--- src/rtl/sweep_pkg.sv ---
package sweep_pkg;
  localparam logic [11:0] CMD_TAG = 12'h00F;

  typedef struct packed {
    logic [11:0] tag;
    logic [5:0]  last;
    logic [5:0]  first;
  } sweep_cmd_t;
endpackage

--- src/rtl/sweep_cmd_dec.sv ---
module sweep_cmd_dec
  import sweep_pkg::*;
#(
  parameter int CH_W = 6
) (
  input  logic [23:0]     word,
  output logic            tag_ok,
  output logic            reversed,
  output logic [CH_W-1:0] first,
  output logic [CH_W-1:0] last
);
  sweep_cmd_t c;

  always_comb begin
    c        = sweep_cmd_t'(word);
    tag_ok   = (c.tag == CMD_TAG);
    first    = CH_W'(c.first);
    last     = CH_W'(c.last);
    reversed = (last < first);
  end
endmodule

--- src/rtl/sweep_strobe_gen.sv ---
module sweep_strobe_gen #(
  parameter int CH_W = 6,
  parameter int GAP  = 4
) (
  input  logic            clk,
  input  logic            rst,
  input  logic            go,
  input  logic            bad,
  input  logic [CH_W-1:0] first,
  input  logic [CH_W-1:0] last,
  output logic            busy,
  output logic            strobe,
  output logic            err,
  output logic [CH_W:0]   addr
);
  localparam int CNT_W = (GAP > 1) ? $clog2(GAP) : 1;
  localparam logic [CNT_W-1:0] RELOAD = CNT_W'(GAP - 1);

  logic [CH_W-1:0] cur;
  logic [CH_W-1:0] stop;
  logic [CNT_W-1:0] cnt;

  always_ff @(posedge clk) begin
    if (rst) begin
      busy   <= 1'b0;
      strobe <= 1'b0;
      err    <= 1'b0;
      addr   <= '0;
      cur    <= '0;
      stop   <= '0;
      cnt    <= '0;
    end else begin
      strobe <= 1'b0;
      err    <= 1'b0;
      if (!busy) begin
        if (go) begin
          if (bad) begin
            err <= 1'b1;
          end else begin
            strobe <= 1'b1;
            addr   <= {1'b0, first};
            stop   <= last;
            cur    <= first + 1'b1;
            cnt    <= RELOAD;
            busy   <= (first != last);
          end
        end
      end else if (cnt == '0) begin
        strobe <= 1'b1;
        addr   <= {1'b0, cur};
        if (cur == stop) begin
          busy <= 1'b0;
        end else begin
          cur <= cur + 1'b1;
          cnt <= RELOAD;
        end
      end else begin
        cnt <= cnt - 1'b1;
      end
    end
  end
endmodule

--- src/rtl/sweep_board_sel.sv ---
module sweep_board_sel #(
  parameter int ADDR_W = 7,
  parameter int SUB_W  = 3
) (
  input  logic                     clk,
  input  logic                     rst,
  input  logic                     strobe,
  input  logic [ADDR_W-1:0]        addr,
  input  logic [ADDR_W-SUB_W-1:0]  board_id,
  input  logic                     single_mode,
  output logic                     fifo_pop,
  output logic                     conv_en,
  output logic [(1<<SUB_W)-1:0]    conv_sel
);
  localparam int NCONV = 1 << SUB_W;

  logic             hit;
  logic [NCONV-1:0] dec;

  assign hit = strobe && (addr[ADDR_W-1:SUB_W] == board_id);

  for (genvar g = 0; g < NCONV; g++) begin : g_dec
    assign dec[g] = (addr[SUB_W-1:0] == SUB_W'(g));
  end

  always_ff @(posedge clk) begin
    if (rst) begin
      fifo_pop <= 1'b0;
      conv_en  <= 1'b0;
      conv_sel <= '0;
    end else begin
      fifo_pop <= hit && !single_mode;
      conv_en  <= hit && single_mode;
      conv_sel <= (hit && single_mode) ? dec : '0;
    end
  end
endmodule

--- src/rtl/chan_sweep_top.sv ---
module chan_sweep_top #(
  parameter int CH_W  = 6,
  parameter int SUB_W = 3,
  parameter int GAP   = 4,
  localparam int ADDR_W = CH_W + 1,
  localparam int BID_W  = ADDR_W - SUB_W,
  localparam int NCONV  = 1 << SUB_W
) (
  input  logic              clk,
  input  logic              rst,
  input  logic              cmd_valid,
  input  logic [23:0]       cmd_word,
  input  logic [BID_W-1:0]  board_id,
  input  logic              single_mode,
  output logic              strobe,
  output logic [ADDR_W-1:0] chan_addr,
  output logic              busy,
  output logic              cmd_err,
  output logic              fifo_pop,
  output logic              conv_en,
  output logic [NCONV-1:0]  conv_sel
);
  logic            tag_ok;
  logic            reversed;
  logic [CH_W-1:0] first;
  logic [CH_W-1:0] last;
  logic            go;

  sweep_cmd_dec #(.CH_W(CH_W)) u_dec (
    .word     (cmd_word),
    .tag_ok   (tag_ok),
    .reversed (reversed),
    .first    (first),
    .last     (last)
  );

  assign go = cmd_valid && tag_ok;

  sweep_strobe_gen #(.CH_W(CH_W), .GAP(GAP)) u_gen (
    .clk    (clk),
    .rst    (rst),
    .go     (go),
    .bad    (reversed),
    .first  (first),
    .last   (last),
    .busy   (busy),
    .strobe (strobe),
    .err    (cmd_err),
    .addr   (chan_addr)
  );

  sweep_board_sel #(.ADDR_W(ADDR_W), .SUB_W(SUB_W)) u_sel (
    .clk         (clk),
    .rst         (rst),
    .strobe      (strobe),
    .addr        (chan_addr),
    .board_id    (board_id),
    .single_mode (single_mode),
    .fifo_pop    (fifo_pop),
    .conv_en     (conv_en),
    .conv_sel    (conv_sel)
  );
endmodule

--- config.mk ---
export PLATFORM = sky130hd
export DESIGN_NAME = chan_sweep_top
export DESIGN_NICKNAME = d
export VERILOG_FILES = /design/src/rtl/sweep_pkg.sv /design/src/rtl/sweep_cmd_dec.sv /design/src/rtl/sweep_strobe_gen.sv /design/src/rtl/sweep_board_sel.sv /design/src/rtl/chan_sweep_top.sv
export SDC_FILE = /design/constraint.sdc
export NUM_CORES = 1
export LEC_CHECK = 0
export BUFFER_PORTS_ARGS = -buffer_cell sky130_fd_sc_hd__buf_2
export CAP_MARGIN = 20
export CORE_MARGIN = 2
export CORE_UTILIZATION = 46
export CTS_BUF_LIST = sky130_fd_sc_hd__clkbuf_16
export CTS_CLUSTER_DIAMETER = 100
export DETAILED_ROUTE_END_ITERATION = 10
export PLACE_DENSITY_LB_ADDON = 0.2
export SLEW_MARGIN = 0
export SYNTH_ARGS = -nofsm -noshare
export SYNTH_HDL_FRONTEND = slang
export SYNTH_SLANG_ARGS = --single-unit
--- constraint.sdc ---
create_clock -name clk -period 1.64 [get_ports clk]
set_input_delay 0.164 -clock clk [delete_from_list [all_inputs] [get_ports clk]]
set_output_delay 0.164 -clock clk [all_outputs]
set_load 0.03 [all_outputs]
=== Word-level counts from Yosys, hierarchy flattened ===
Cells that the tools add are included.

* $add $sub $neg: 3
* Reduce and logical (&&, ||, !) cells: 14
* Order comparisons: 1
* Bitwise operators: 4
* Equal/unequal tests: 15
* Muxes and demuxes: 24

{| class="wikitable"
|+ Operator list
! cell !! number
|-
| 6-bit 2-to-1 mux || 5
|-
| 7-bit 2-to-1 mux || 4
|-
| 6-bit by 1-bit adder with 6-bit output (second input constant) || 2
|-
| 12-bit by 4-bit equality test with 1-bit output (second input constant) || 1
|-
| 3-bit equality test (second input constant) || 4
|-
| 1-bit 2-to-1 mux || 10
|-
| 2-bit 2-to-1 mux || 5
|-
| 3-bit AND reduction || 3
|-
| 3-bit by 2-bit equality test with 1-bit output (second input constant) || 2
|-
| 6-bit equality test || 1
|-
| 6-bit less-than comparator || 1
|-
| 6-bit != test || 1
|-
| 4-bit equality test || 1
|-
| 1-bit logical AND || 4
|-
| 2-bit != test (second input constant) || 2
|-
| 1-bit NOT || 4
|-
| 4-bit AND reduction || 1
|-
| 3-bit by 1-bit equality test with 1-bit output (second input constant) || 1
|-
| 3-bit zero test || 1
|-
| 3-bit != test (second input constant) || 1
|-
| 3-bit OR reduction || 1
|-
| 2-bit zero test || 1
|-
| 2-bit by 1-bit != test with 1-bit output (second input constant) || 1
|-
| 2-bit nonzero test || 1
|-
| other kinds (3) || 3
|}

* Register bits after elaboration: 34
* Logic and storage cells: 71
* Bits of input ports: 32

=== Depth between registers and ports, before layout ===
Gate-level depths: netlist (run 1).

* Depth in word-level cells: 5
* Depth in mapped cells: 9
* Depth with buffers taken out: 7

=== Modules after synthesis ===
A second synthesis (run 1) with hierarchy kept.

* Cell total of the unflattened synthesis: 219
* Area total of the unflattened synthesis: 1873.0 sq um

{| class="wikitable"
|+ Modules (own cells, without submodules)
! module !! area an instance (sq um) !! instances !! seq. area each (sq um) !! cells each
|-
| sweep_strobe_gen || 1258.7 || 1 || 460.4 || 151
|-
| sweep_board_sel || 350.3 || 1 || 200.2 || 33
|-
| sweep_cmd_dec || 257.7 || 1 || 0.0 || 34
|-
| chan_sweep_top || 6.3 || 1 || 0.0 || 1
|}

=== Least setup slack after synthesis (run 1) ===
OpenSTA, ideal clock, no wires.

* Path kind: register to register
* Start: register u_gen.busy
* End: register u_gen.cur[4]
* Arrival: 1.722 ns
* Cell stages (with the launch flop): 10
* Path slack: -0.183 ns
* Setup time: 0.101 ns
* Buffers on the path: 2
* Cells stage by stage: dfxtp_1 -> buf_6 -> buf_2 -> nand2_1 -> o21ai_0 -> ha_1 -> a21boi_0 -> xnor2_1 -> o211ai_1 -> o41ai_1

* Word-level cells in the longest chain between the ends: 2
* Elaborated cells on any way between the ends: 6

{| class="wikitable"
|+ RTL lines
! item !! RTL line !! RTL
|-
| from (decl) || sweep_strobe_gen.sv:11 || <nowiki>output logic busy,</nowiki>
|-
| from (signal assigned) || sweep_strobe_gen.sv:45 || <nowiki>busy <= (first != last);</nowiki>
|-
| 2-bit != test (no source line) (tied with other cells) || -- ||
|-
| 4-bit AND reduction (no source line) || -- ||
|-
| to (signal assigned) || sweep_strobe_gen.sv:43 || <nowiki>cur <= first + 1'b1;</nowiki>
|-
| to (signal assigned) || sweep_strobe_gen.sv:54 || <nowiki>cur <= cur + 1'b1;</nowiki>
|-
| to (decl) || sweep_strobe_gen.sv:19 || <nowiki>logic [CH_W-1:0] cur;</nowiki>
|}

Several ways; a longest one is shown, not always the timed one.
A chain may end at the register's enable or synchronous reset.

=== Final worst setup path (run 1) ===
Ends and elaborated chain as after synthesis.

==> results of run 1 <==
Yosys cell counts (2+ instances only):
library cell,n
nand2b_1,2
mux2i_1,4
a211oi_1,4
xor2_1,3
dfxtp_1,33
xnor2_1,10
nor3_1,7
nor2b_1,3
o41ai_1,5
nand2_1,20
o21ai_0,4
o211ai_1,4
a21oi_1,14
nand4_1,3
inv_1,14
nor3_2,4
buf_6,5
clkbuf_1,4
ha_1,8
nand3b_1,3
nand3_1,5
o21ai_1,2
nor2_1,7
cells by family after synthesis:
family	Yosys count	share of synthesized area [%]
other	1	0.214
xor gates and xnor gates	13	6.49
AOI/OAI and AO/OA	42	17.2
buffers and inverters	25	7.77
muxes	5	2.92
adders and majority gates	8	5.70
DFF	33	37.6
and+or+nand+nor	65	22.1
metal layers:
layer	track usage, %	up-vias
met5	0	-
met4	7.81	0
met3	4.26	5
met2	37.9	45
met1	25.9	738
li1	-	834
cell usage in the layout (no fill, tap or decap), types with 5 or more instances in the layout:
cell type	synthesis	routed
dfxtp_1	33	32
ha_1	8	8
a21oi_1	14	14
buf_4	1	31
nand3_1	5	5
clkbuf_16	0	5
buf_2	1	50
nor3_1	7	7
nand2_1	20	20
inv_1	14	14
nor2_1	7	7
xnor2_1	10	10
o41ai_1	5	5
metrics by stage:
stage,util (%),setup WS (ns)
detailed placement,60.9,-0.150
global route,65.3,-0.0203
floorplan,-,0.0128
global placement,60.9,-0.122
CTS,64.8,0.0365
finish,65.3,0.0288
state kept, by name (all words and copies together), names as in the netlist, 2 cells and up:
signal	count
u_gen.cnt	2
u_gen.cur	6
u_gen.addr	6
u_sel.conv_sel	8
u_gen.stop	6
power by group through the flow:
stage / registers [uW] / logic, uW / clock network [uW]
global placement: 818 / 160 / 0
global route: 800 / 183 / 953
floorplan: 818 / 75.5 / 0
CTS: 801 / 164 / 902
finish: 801 / 165 / 892
detailed placement: 818 / 163 / 0
repair_timing:
item / CTS / global route
setup buffers: 0 / 1
setup endpoints to repair: 0 / 5
gates resized for setup: 0 / 1
worst max-delay path: cells and delay by family (launching register included):
family | cells | cell delay, ns
fa+ha+maj | 1 | 0.24
xor+xnor | 1 | 0.14
mux | 1 | 0.37
flops | 1 | 0.39
compound gates | 3 | 0.35
cell type report:
class                      count  area [um2]
timing repair buffer          82         503
fill                         336        1270
clock inverter                 3        17.5
inverter                      14        52.6
tap                           48        60.1
sequential                    33         664
multi-input combinational    134         967
clock buffer                   5         125
worst min path at each step:
stage | from | to | slack, ns
finish | single_mode | u_sel.fifo_pop$_SDFF_PP0_ | 0.07
floorplan | single_mode | u_sel.fifo_pop$_SDFF_PP0_ | 0.24
global route | single_mode | u_sel.fifo_pop$_SDFF_PP0_ | 0.08
global placement | single_mode | u_sel.fifo_pop$_SDFF_PP0_ | 0.34
detailed placement | single_mode | u_sel.fifo_pop$_SDFF_PP0_ | 0.35
CTS | single_mode | u_sel.fifo_pop$_SDFF_PP0_ | 0.07
==> impl_metrics.ini, run 1 <==
[cts]
cts_max_level = 2
cts.clk_slew.worst_paths_ns = 0.06
cts_tree = done
clockBufferDepth = 2
root_buffer = clkbuf_16
hold_buffers = 0
cts_buffers = 5
clk_latency_ns = 0.27
cts_sinks = 33

[layout]
finish.instance_area_um2 = 2390
nNetsFinal = 310
final_cells = 319
layout-drive-gt1-share_pct = 38.7
n_antenna_cell = 0
area_growth_pct = 36.1

[die]
num_rows = 22
dieWidth_um = 65.8
die_h_um = 65.8
die_area_um2 = 4330
start_util_pct = 47.9
io_pins = 52
core_area_um2 = 3660

[yosys]
synth_cell_types = 47
syn_area_um2 = 1760
synth_fp_nets = 232
synthArstFlopShare_pct = 0
yosysTopAreaCell = dfxtp_1
yosysSeqAreaShare_pct = 37.6
ys.flop_type = dfxtp_1
synth_top_cells_by_area = dfxtp_1 (38%), ha_1 (5.7%), xnor2_1 (5.0%)
yosys_warnings = 0
syn_avg_cell_area_um2 = 9.14
synth_top_area_share_pct = 37.6
synth_seq_cells = 33
synth_edf_count = 0
synthCells = 192

[detailed_routing]
dr.max_layer_used = met4
vias = 1622
wl_met2_um = 2080
drc = 0
met1Wirelength_um = 1840
first_pass_iters = 4
wl_per_cell_um = 13.0
via_per_inst = 5.08
drtAntennaViolNets = 0
routed-wl-met3_um = 184
wirelength_um = 4150
drt_iter0_drc = 69

[critical_path]
crit_required_ns = 1.79
cp_max_fo = 7
slowest_delay_ns = 0.39
ff2ff_setup_slack_ns = 0.03
setup.worst_path.end = u_gen.cur[4]$_SDFFE_PP0P_
r2r-start = u_gen.busy$_SDFF_PP0_
cp_data_arrival_time_ns = 1.76
cp_slowest_cell = dfxtp_4
startpoint_type = flop
crit_type = reg2reg
r2r-end = u_gen.cur[4]$_SDFFE_PP0P_
worstSetupEndpointType = flop
rr_worst_depth = 6
startpoint = u_gen.busy$_SDFF_PP0_
crit_chain = mux2_2 > ha_1 > a21boi_0 > xnor2_1 > o211ai_1 > o41ai_1

[power_and_ir_drop]
pwr-share-clk_pct = 48.0
switching_share_pct = 22.4
p_sw_uw = 416
seqPwrFrac_pct = 43.1
p_int_uw = 1440
total_power_uw = 1860
power_density_nw_per_um2 = 777
ir_drop_mv = 0.508
combPwrFrac_pct = 8.9
p_leak_uw = 0.00107

[sta]
slew_violations = 0
holdWs_ns = 0.0688
hold_viol_final = 0
fmax_mhz = 621
setup_violations = 0
finalClockSkew_ns = 0.00506
fin_setup_tns_ns = 0
period_share_pct = 98.2
fin_crit_ns = 1.61
rsz0062_at_grt = yes

[grt]
antenna_found_initial = 0
grt_pass1_vias = 1609
grt_max_degree = 25
grt_first_pass_wirelength_um = 7070
groute.usage.overall_pct = 21.6
grt.overflow.total = 0

[place]
place_inst = 310
io_buffers = 50
gp_congestion = 0.788
place_area_um2 = 2230
dp_hpwl_um = 3100

[worst_hold_path]
hold_path_class = in2reg
min_path_cells = 2

[run]
maxCapViolations = 0

[run_status]
outcome = finished clean
Note: power is estimated with default switching activity, not from simulation.
==> run 2, diff against run 1 <==
CORE_UTILIZATION = 55   (was 46)
clock period = 1.94 ns   (was 1.64 ns; I/O delays follow)
==> impl_metrics.ini, run 2 (synthesis gave the netlist of run 1 again) <==
[layout]
layout-drive-gt1-share_pct = 33.5
n_antenna_cell = 0
layout_common_cells = buf_2 (50), dfxtp_1 (33), nand2_1 (20), inv_1 (14), a21oi_1 (14)
multi_input_area_um2 = 958
regArea_um2 = 661
top_register = u_sel.conv_sel
largest_reg_flops = 8
layout_commonest_cell = buf_2
area_growth_pct = 26.6
nNetsFinal = 290
n_fill_cell = 261

[grt]
grt_first_pass_wirelength_um = 6390
grt.overflow.total = 0
antenna_found_initial = 0
grt_max_degree = 25
grt_pass1_vias = 1481
groute.usage.overall_pct = 23.9

[critical_path]
crit_type = reg2reg
startpoint = u_gen.busy$_SDFF_PP0_
ff2ff_setup_slack_ns = 0.18
cp_max_fo = 8
r2r-start = u_gen.busy$_SDFF_PP0_
startpoint_type = flop
r2r-end = u_gen.cur[4]$_SDFFE_PP0P_
worstSetupEndpointType = flop
cp_data_arrival_time_ns = 1.91
setup.worst_path.end = u_gen.cur[4]$_SDFFE_PP0P_
rr_worst_depth = 6
crit_required_ns = 2.09

[die]
dieWidth_um = 60.5
core_area_um2 = 3050
die_h_um = 60.5
io_pins = 52
num_rows = 20
die_area_um2 = 3660
start_util_pct = 57.5

[run]
maxCapViolations = 0

[power_and_ir_drop]
ir_drop_mv = 0.361
p_leak_uw = 0.000968
total_power_uw = 1550
power_density_nw_per_um2 = 699

[cts]
cts_sinks = 33
clk_latency_ns = 0.28
clockBufferDepth = 2
root_buffer = clkbuf_16
cts_max_level = 2
cts_buffers = 5
cts.clk_slew.worst_paths_ns = 0.05
hold_buffers = 0
cts_tree = done

[sta]
fin_ws_ns = 0.183
rsz0062_at_grt = no
fin_crit_ns = 1.76
finalClockSkew_ns = 0.00144
hold_viol_final = 0
fmax_mhz = 569
holdWs_ns = 0.0885
slew_violations = 0
setup_violations = 0
period_share_pct = 90.6
fin_setup_tns_ns = 0

[run_status]
outcome = finished clean

[detailed_routing]
drc = 0
drtAntennaViolNets = 0
wirelength_um = 3760
drt_iter0_drc = 71
wl_per_cell_um = 12.7
first_pass_iters = 4
vias = 1554
via_per_inst = 5.27

[place]
pre_cts_ws_ns = 0.0722
dp_hpwl_um = 2910
gp_congestion = 0.842
io_buffers = 50

[worst_hold_path]
hold_path_class = in2reg
[run 2: changes by cell type in the layout (fill, tap and decap cells not counted)]
cell,previous run,this run
dfxtp_1,32,33
buf_4,31,11
dfxtp_4,1,0
nand4_4,1,0
nand4_2,0,1
[run 2: area by class of cell]
class                   instances  area share, %
flip-flops and latches         33           29.7
multi-input cells             134           43.1
inverters                      14           2.36
repair buffers                 62           15.9
well taps                      44           2.48
clock inverters                 3          0.788
clock buffers                   5           5.63
[run 2: repair_timing]
item,4_1_cts,5_1_grt
resized for setup,0,1
setup endpoints to repair,0,1
buffers inserted,0,0
[run 2: worst min path at each step]
stage           startpoint                         to  slack [ns]  cells past startpoint
6_report       single_mode  u_sel.fifo_pop$_SDFF_PP0_        0.09                      2
5_1_grt        single_mode  u_sel.fifo_pop$_SDFF_PP0_        0.08                      2
4_1_cts        single_mode  u_sel.fifo_pop$_SDFF_PP0_        0.08                      2
3_5_place_dp   single_mode  u_sel.fifo_pop$_SDFF_PP0_        0.38                      2
3_3_place_gp   single_mode  u_sel.fifo_pop$_SDFF_PP0_        0.37                      2
2_1_floorplan  single_mode  u_sel.fifo_pop$_SDFF_PP0_        0.27                      1
[run 2: metal layers]
layer  up-vias  track usage, %  part of all wire [%]
li1        789               -                     -
met1       709            26.6                    42
met2        51            42.4                    50
met3         5            8.32                   6.5
met4         0            8.70                  0.93
met5         -               0                     0
[run 2: worst max-delay path, cell delays in order (launching register included)]
cell and delay [ns]:
dfxtp_1 0.49, mux2_2 0.41, ha_1 0.23, a21boi_0 0.15, xnor2_1 0.14, o211ai_1 0.10, o41ai_1 0.11
[run 2: power breakdown]
part           total [uW]  leakage, uW  internal [uW]  switching [uW]
clock                 757    0.0000696            469             288
sequential            678     0.000266            678          0.0436
combinational         117     0.000633           55.9            61.5
[run 2: per-stage QoR]
stage / utilization, % / cells / area [um2]
2_1_floorplan: - / 192 / 1760
3_3_place_gp: 68.1 / 287 / 2080
3_5_place_dp: 68.1 / 287 / 2080
4_1_cts: 72.8 / 295 / 2220
5_1_grt: 72.8 / 295 / 2220
6_report: 72.8 / 295 / 2220
